**src/rtl/gpio_port_pkg.sv**
```systemverilog
package gpio_port_pkg;
  localparam int ADDR_W = 2;
  localparam logic [ADDR_W-1:0] ADR_PINS  = 2'd0;
  localparam logic [ADDR_W-1:0] ADR_LATCH = 2'd1;
  localparam logic [ADDR_W-1:0] ADR_DIR   = 2'd2;
  localparam logic [ADDR_W-1:0] ADR_NONE  = 2'd3;
endpackage

```
**src/rtl/gpio_port_regs.sv**
```systemverilog
module gpio_port_regs
  import gpio_port_pkg::*;
#(
  parameter int WIDTH = 8
) (
  input  logic              clk,
  input  logic              rst,
  input  logic              wr,
  input  logic [ADDR_W-1:0] addr,
  input  logic [WIDTH-1:0]  wdata,
  output logic [WIDTH-1:0]  dir_q,
  output logic [WIDTH-1:0]  lat_q
);
  // Both the pin view and the latch view write the same latch.
  always_ff @(posedge clk) begin
    if (rst) begin
      dir_q <= '1;
      lat_q <= '0;
    end else if (wr) begin
      case (addr)
        ADR_PINS, ADR_LATCH: lat_q <= wdata;
        ADR_DIR:             dir_q <= wdata;
        default:             ;
      endcase
    end
  end
endmodule

```
**src/rtl/gpio_port_sync.sv**
```systemverilog
module gpio_port_sync #(
  parameter int WIDTH  = 8,
  parameter int STAGES = 2
) (
  input  logic             clk,
  input  logic             rst,
  input  logic [WIDTH-1:0] d,
  output logic [WIDTH-1:0] q
);
  logic [WIDTH-1:0] stg [STAGES];

  always_ff @(posedge clk) begin
    if (rst) begin
      for (int s = 0; s < STAGES; s++) stg[s] <= '0;
    end else begin
      stg[0] <= d;
      for (int s = 1; s < STAGES; s++) stg[s] <= stg[s-1];
    end
  end

  assign q = stg[STAGES-1];
endmodule

```
**src/rtl/gpio_port_mux.sv**
```systemverilog
module gpio_port_mux #(
  parameter int WIDTH    = 8,
  parameter int FREE_PIN = 5
) (
  input  logic [WIDTH-1:0] dir_q,
  input  logic [WIDTH-1:0] lat_q,
  input  logic [WIDTH-1:0] per_ovr_en,
  input  logic [WIDTH-1:0] per_ovr_dir,
  input  logic [WIDTH-1:0] per_ovr_val,
  input  logic             bus_mode,
  input  logic [WIDTH-1:0] bus_oe,
  input  logic [WIDTH-1:0] bus_out,
  output logic [WIDTH-1:0] pin_oe,
  output logic [WIDTH-1:0] pin_out
);
  for (genvar i = 0; i < WIDTH; i++) begin : g_pin
    localparam bit BUS_OWNS = (i != FREE_PIN);
    logic take_bus;
    assign take_bus = bus_mode & BUS_OWNS;

    // Priority: memory bus, then peripheral, then software registers.
    always_comb begin
      if (take_bus) begin
        pin_oe[i]  = bus_oe[i];
        pin_out[i] = bus_out[i];
      end else if (per_ovr_en[i]) begin
        pin_oe[i]  = ~per_ovr_dir[i];
        pin_out[i] = per_ovr_val[i];
      end else begin
        pin_oe[i]  = ~dir_q[i];
        pin_out[i] = lat_q[i];
      end
    end
  end
endmodule

```
**src/rtl/gpio_port.sv**
```systemverilog
module gpio_port
  import gpio_port_pkg::*;
#(
  parameter int WIDTH       = 8,
  parameter int FREE_PIN    = 5,
  parameter int SYNC_STAGES = 2
) (
  input  logic              clk,
  input  logic              rst,
  input  logic [ADDR_W-1:0] reg_addr,
  input  logic              reg_wr,
  input  logic [WIDTH-1:0]  reg_wdata,
  output logic [WIDTH-1:0]  reg_rdata,
  input  logic [WIDTH-1:0]  pin_in,
  output logic [WIDTH-1:0]  pin_out,
  output logic [WIDTH-1:0]  pin_oe,
  input  logic [WIDTH-1:0]  per_ovr_en,
  input  logic [WIDTH-1:0]  per_ovr_dir,
  input  logic [WIDTH-1:0]  per_ovr_val,
  input  logic              bus_mode,
  input  logic [WIDTH-1:0]  bus_oe,
  input  logic [WIDTH-1:0]  bus_out
);
  logic [WIDTH-1:0] dir_q;
  logic [WIDTH-1:0] lat_q;
  logic [WIDTH-1:0] pin_sync;

  gpio_port_regs #(.WIDTH(WIDTH)) u_regs (
    .clk(clk), .rst(rst), .wr(reg_wr), .addr(reg_addr), .wdata(reg_wdata),
    .dir_q(dir_q), .lat_q(lat_q)
  );

  gpio_port_sync #(.WIDTH(WIDTH), .STAGES(SYNC_STAGES)) u_sync (
    .clk(clk), .rst(rst), .d(pin_in), .q(pin_sync)
  );

  gpio_port_mux #(.WIDTH(WIDTH), .FREE_PIN(FREE_PIN)) u_mux (
    .dir_q(dir_q), .lat_q(lat_q),
    .per_ovr_en(per_ovr_en), .per_ovr_dir(per_ovr_dir), .per_ovr_val(per_ovr_val),
    .bus_mode(bus_mode), .bus_oe(bus_oe), .bus_out(bus_out),
    .pin_oe(pin_oe), .pin_out(pin_out)
  );

  always_comb begin
    case (reg_addr)
      ADR_PINS:  reg_rdata = pin_sync;
      ADR_LATCH: reg_rdata = lat_q;
      ADR_DIR:   reg_rdata = dir_q;
      default:   reg_rdata = '0;
    endcase
  end
endmodule

```
**config.mk**
```make
export PLATFORM = sky130hd
export DESIGN_NAME = gpio_port
export DESIGN_NICKNAME = d
export VERILOG_FILES = /design/src/rtl/gpio_port_pkg.sv /design/src/rtl/gpio_port_regs.sv /design/src/rtl/gpio_port_sync.sv /design/src/rtl/gpio_port_mux.sv /design/src/rtl/gpio_port.sv
export SDC_FILE = /design/constraint.sdc
export NUM_CORES = 1
export LEC_CHECK = 0
export BUFFER_PORTS_ARGS = -buffer_cell sky130_fd_sc_hd__buf_2
export CAP_MARGIN = 20
export CORE_MARGIN = 2
export CORE_UTILIZATION = 45
export CTS_CLUSTER_SIZE = 25
export DETAILED_ROUTE_END_ITERATION = 8
export GPL_TIMING_DRIVEN = 0
export PLACE_DENSITY = 0.79
export SYNTH_ARGS = -nofsm -noshare
export SYNTH_HDL_FRONTEND = slang
export SYNTH_HIERARCHICAL = 1
export SYNTH_SLANG_ARGS = --single-unit
```
**constraint.sdc**
```tcl
create_clock -name clk -period 0.8 [get_ports clk]
set_input_delay 0 -clock clk [delete_from_list [all_inputs] [get_ports clk]]
set_output_delay 0 -clock clk [all_outputs]
set_load 0.01 [all_outputs]
```
==> flow_summary.json, run 1 <==
{
  "cp_data_arrival_time_ns": 1.11,
  "tightest_slew_ns": 0.4144,
  "clockRootBuffer": "clkbuf_8",
  "die_w_um": 65.18,
  "hold_violations": 0,
  "antenna_found_initial": 0,
  "cp_max_fo": 2,
  "worst_slack_ns": -0.3147,
  "powerDensity_nw_per_um2": 1525,
  "yosysTopAreaCell": "dfxtp_1",
  "drc_errors": 0,
  "rr_worst_depth": 3,
  "dpl.hpwl_um": 2938,
  "clockBufferDepth": 2,
  "yosys_warnings": 6,
  "final_antenna_net_count": 0,
  "max-slew-margin-rel_pct": 72.29,
  "critPathLaunch": "u_regs/dir_q[6]$_SDFFE_PP1P_",
  "critPathRequiredTime_ns": 0.80,
  "holdPathStages": 2,
  "die_area_um2": 4248,
  "drt_iter0_drc": 37,
  "h-tree-depth": 2,
  "diodes": 0,
  "fp.dieH_um": 65.18,
  "crit_type": "register to output port",
  "grt_pass1_wl_um": 6624,
  "mostFrequentLayoutCell": "buf_2",
  "rsz0062_at_grt": "true",
  "tritoncts": "done",
  "grt_pass1_vias": 1451,
  "cap_violations": 0,
  "via_count": 1573,
  "clk_latency_ns": 0.29,
  "ys_seq_elements": 32,
  "status": "finished with violations",
  "grt_start_max_net_pins": 11,
  "ioPinCount": 86,
  "syn_nets": 243,
  "area_delta_synth_final_pct": 43.39,
  "core_um2": 3633,
  "holdCritPathClass": "primary input to register",
  "grt_usage_pct": 20.84,
  "cts.sinks": 32,
  "initial_core_util_pct": 46.35,
  "cts_made_buffers": 5,
  "r2r_start": "u_regs/lat_q[5]$_SDFFE_PP0P_",
  "ys_seq_area_share_pct": 38.04,
  "violations": "setup timing",
  "r2r_slack_ns": 0.11,
  "wl_per_cell_um": 12.84,
  "hold_start": "rst",
  "routed_wl_um": 4262,
  "path_clk_slew_ns": 0.06,
  "fmax_ghz": 0.8971,
  "fin_skew_ns": 0.007517,
  "drive_gt1_share_pct": 53.87,
  "min_period_ns": 1.115,
  "setup_tns_ns": -5.049,
  "synth_top_area_share_pct": 38.04,
  "critical_path.startpoint_type": "register",
  "netlist_instances": 181,
  "synth.distinct_cells": 21,
  "drv_slew": 0,
  "setup_viol": 24,
  "num_rows": 22,
  "syn_area_um2": 1684,
  "final_cell_mix": "buf_2, nand2_1, dfxtp_2",
  "end_kind": "output port",
  "r2r_end": "u_regs/lat_q[5]$_SDFFE_PP0P_",
  "final_util_pct": 66.46,
  "power.leakage_nw": 1.215,
  "ys_top_cells_by_area": "dfxtp_1, nand2_1, mux2i_1, mux2_4, buf_6",
  "routabilityCongestion": 0.7262,
  "holdPathEnd": "u_sync/stg[0][3]$_SDFF_PP0_",
  "drt_first_pass_iters": 4,
  "grt_overflow": 0,
  "timing.final.crit_share_pct": 139.3,
  "fin_nets": 348,
  "peakVddDrop_v": 0.0009878,
  "port_buffers": 82,
  "routed_via_density": 4.738,
  "avgSynthCellArea_um2": 9.305
}
-- synth_stat cells --
library cell   n
and2b_2        6
buf_4          9
mux2i_1       16
and3b_1        1
nor2b_4        1
o21ai_1        3
buf_6          8
o21ai_0        4
o21ai_2        7
nor2b_1        4
nand3b_1       1
o2bb2ai_1      8
nand2_1       46
nand2b_1       1
mux2_4         7
buf_2          2
clkbuf_2       1
dfxtp_1       32
a21oi_1       16
nor2b_2        7
mux2_2         1
-- worst max path at each step --
| stage | end | slack, ns |
|---|---|---|
| 2_1_floorplan | pin_oe[0] | 0.09 |
| 3_3_place_gp | u_regs/dir_q[0]$_SDFFE_PP1P_ | -0.04 |
| 3_5_place_dp | u_regs/dir_q[5]$_SDFFE_PP1P_ | -0.04 |
| 4_1_cts | pin_oe[4] | -0.32 |
| 5_1_grt | pin_oe[4] | -0.36 |
| 6_report | pin_oe[6] | -0.31 |
-- repair_timing --
item                                    4_1_cts  5_1_grt
gates cloned                                  0        0
setup buffers                                 5        1
endpoints found under the setup margin       24       24
hold buffers                                 16        0
gates resized for setup                      23        0
pin swaps                                     8        0
endpoints found under the hold margin        24        0
-- critical path, stage by stage (launching register included) --
cell and delay [ns]:
dfxtp_2 0.32, mux2_4 0.27, o21ai_2 0.10, buf_2 0.13
-- report_power, final --
group	internal (mW)	switching [mW]
combinational	0.477	0.379
clock	0.559	0.547
sequential	1.68	0.0402
total	2.72	0.967
-- kinds of logic (layout without fill, tap and decap cells) --
| family | Yosys count | count (layout) | synth area share (%) |
|---|---|---|---|
| muxes | 24 | 24 | 16.42 |
| buffers and inverters | 20 | 123 | 10.25 |
| DFF | 32 | 32 | 38.04 |
| and+or+nand+nor | 67 | 67 | 20.65 |
| AOI/OAI and AO/OA | 38 | 38 | 14.64 |
-- per-stage QoR --
step	std cells	power (mW)	worst slack [ns]	hold slack, ns	area (um^2)
floorplan	181	2.195	0.08863	0.08878	1684
global placement	311	2.505	-0.04147	0.2100	2155
detailed placement	311	2.523	-0.03787	0.2127	2155
CTS	331	3.686	-0.3150	0.09481	2407
global route	332	3.880	-0.3603	0.09653	2415
finish	332	3.683	-0.3147	0.09452	2415
-- flip-flops by register name, summed over array words and instances (netlist names) --
register,cells
u_sync/stg,16
u_regs/dir_q,8
u_regs/lat_q,8
-- metal layers --
layer / wire, um / GRT usage, % / vias to the layer above
met1: 1729 / 22.26 / 677
li1: - / - / 811
met3: 417 / 8.390 / 10
met4: 67 / 8.333 / 0
met5: 0 / 0 / -
met2: 2048 / 36.48 / 75
-- cell type report --
class	count	area, um^2
multi-input combinational	129	870.8
timing repair buffer	104	625.6
clock buffer	5	68.82
tap	48	60.06
sequential	32	661.9
buffer	14	127.6
fill	318	1219
(Power assumes the default switching activity.)
==> run 2, diff against run 1 <==
--- a/config.mk
+++ b/config.mk
@@ -13,6 +13,8 @@
 export DETAILED_ROUTE_END_ITERATION = 8
 export GPL_TIMING_DRIVEN = 0
 export PLACE_DENSITY = 0.79
+export RECOVER_POWER = 100
+export SKIP_LAST_GASP = 1
 export SYNTH_ARGS = -nofsm -noshare
 export SYNTH_HDL_FRONTEND = slang
 export SYNTH_HIERARCHICAL = 1
==> flow_summary.json, run 2 (same netlist as run 1, synthesis figures left out) <==
{
  "setup_viol": 24,
  "crit_type": "register to output port",
  "drt_first_pass_iters": 4,
  "grt_overflow": 0,
  "holdCritPathClass": "primary input to register",
  "final_antenna_net_count": 0,
  "powerDensity_nw_per_um2": 1531,
  "area_delta_synth_final_pct": 42.20,
  "rsz0062_at_grt": "true",
  "fillers": 326,
  "grt_pass1_wl_um": 6624,
  "violations": "setup timing",
  "drive_gt1_share_pct": 49.65,
  "mostFrequentLayoutCell": "buf_2",
  "largest_reg_flops": 16,
  "cts.sinks": 32,
  "status": "finished with violations",
  "drv_slew": 0,
  "path_clk_slew_ns": 0.06,
  "diodes": 0,
  "setup_tns_ns": -5.165,
  "worst_slack_ns": -0.3118,
  "grt_pass1_vias": 1453,
  "cp_data_arrival_time_ns": 1.11,
  "fp.dieH_um": 65.18,
  "hold_violations": 0,
  "routed_wl_um": 4231,
  "largestRegisters": "u_sync/stg: 16 flops, u_regs/dir_q: 8 flops, u_regs/lat_q: 8 flops",
  "crit_slowest_cell": "dfxtp_1",
  "cts_made_buffers": 5,
  "drc_errors": 0,
  "die_area_um2": 4248,
  "initial_core_util_pct": 46.35,
  "worstPathCellList": "mux2_4 > o21ai_2 > buf_2",
  "critical_path.startpoint_type": "register",
  "die_w_um": 65.18,
  "tritoncts": "done",
  "dpl.hpwl_um": 2938,
  "wl_per_cell_um": 12.74,
  "fin_nets": 348,
  "largest_register": "u_sync/stg",
  "num_rows": 22,
  "antenna_found_initial": 0,
  "drt_iter0_drc": 34,
  "tightest_slew_ns": 0.4019,
  "cp_max_fo": 2,
  "final_cell_mix": "buf_2, nand2_1, dfxtp_1",
  "routed_via_density": 4.705,
  "via_count": 1562,
  "ioPinCount": 86,
  "fmax_ghz": 0.8994,
  "clockRootBuffer": "clkbuf_8",
  "peakVddDrop_v": 0.0009845,
  "critPathRequiredTime_ns": 0.80,
  "max-slew-margin-rel_pct": 73.13,
  "clk_latency_ns": 0.28,
  "fin_skew_ns": 0.006672,
  "power.leakage_nw": 1.204,
  "h-tree-depth": 2,
  "end_kind": "output port",
  "timing.final.crit_share_pct": 139.0,
  "max_stage_delay_ns": 0.32,
  "port_buffers": 82,
  "grt_start_max_net_pins": 11,
  "power_mw": 3.666,
  "clockBufferDepth": 2,
  "cap_violations": 0,
  "routabilityCongestion": 0.7262,
  "min_period_ns": 1.112,
  "grt_usage_pct": 20.84,
  "core_um2": 3633
}
run 2: power breakdown:
group	internal [mW]	switching (mW)	total (mW)
logic	0.473	0.375	0.848
clock network	0.559	0.542	1.10
registers	1.68	0.0405	1.72
total	2.71	0.957	3.67
run 2: worst paths after layout:
path,start,end,slack [ns],depth (start not counted)
setup / recovery,u_regs/dir_q[6]$_SDFFE_PP1P_,pin_oe[6],-0.31,3
hold / removal,rst,u_sync/stg[0][3]$_SDFF_PP0_,0.09,2
setup reg to reg,u_regs/lat_q[2]$_SDFFE_PP0P_,u_regs/lat_q[2]$_SDFFE_PP0P_,0.11,3
hold reg to reg,u_sync/stg[0][3]$_SDFF_PP0_,u_sync/stg[0][11]$_SDFF_PP0_,0.43,1
run 2: per-layer routing:
layer  GRT usage [%]  wire length [um]  up-vias
met5               0                 0        -
met4           8.333                63        0
met3           8.390               433        8
met2           36.48              2075       75
met1           22.26              1659      669
li1                -                 -      810
run 2: cell type report:
type | instances | area [um^2] | area share, %
Timing Repair Buffer | 104 | 623.1 | 26.02
Buffer | 14 | 127.6 | 5.329
Clock buffer | 5 | 68.82 | 2.874
Sequential cell | 32 | 654.4 | 27.32
Multi-Input combinational cell | 129 | 860.8 | 35.95
Tap cell | 48 | 60.06 | 2.508
run 2: timing repair:
action	4_1_cts	5_1_grt
pin swaps	8	0
hold endpoints to repair	24	0
hold buffers	16	0
buffers inserted	5	1
endpoints found under the setup margin	24	24
resized for setup	23	0
run 2: through the flow:
stage / area (um^2) / std cells / worst slack [ns] / hold slack [ns] / utilization (%)
2_1_floorplan: 1684 / 181 / 0.08863 / 0.08878 / -
3_3_place_gp: 2155 / 311 / -0.04147 / 0.2100 / 59.30
3_5_place_dp: 2155 / 311 / -0.03787 / 0.2127 / 59.30
4_1_cts: 2407 / 331 / -0.3150 / 0.09481 / 66.25
5_1_grt: 2395 / 332 / -0.3603 / 0.09653 / 65.91
6_report: 2395 / 332 / -0.3118 / 0.09464 / 65.91
run 2: critical path, delay by kind of cell, from the launching register on:
family	cells	cell delay, ns
flops	1	0.32
compound gates	1	0.10
mux	1	0.27
buf+inv	1	0.13
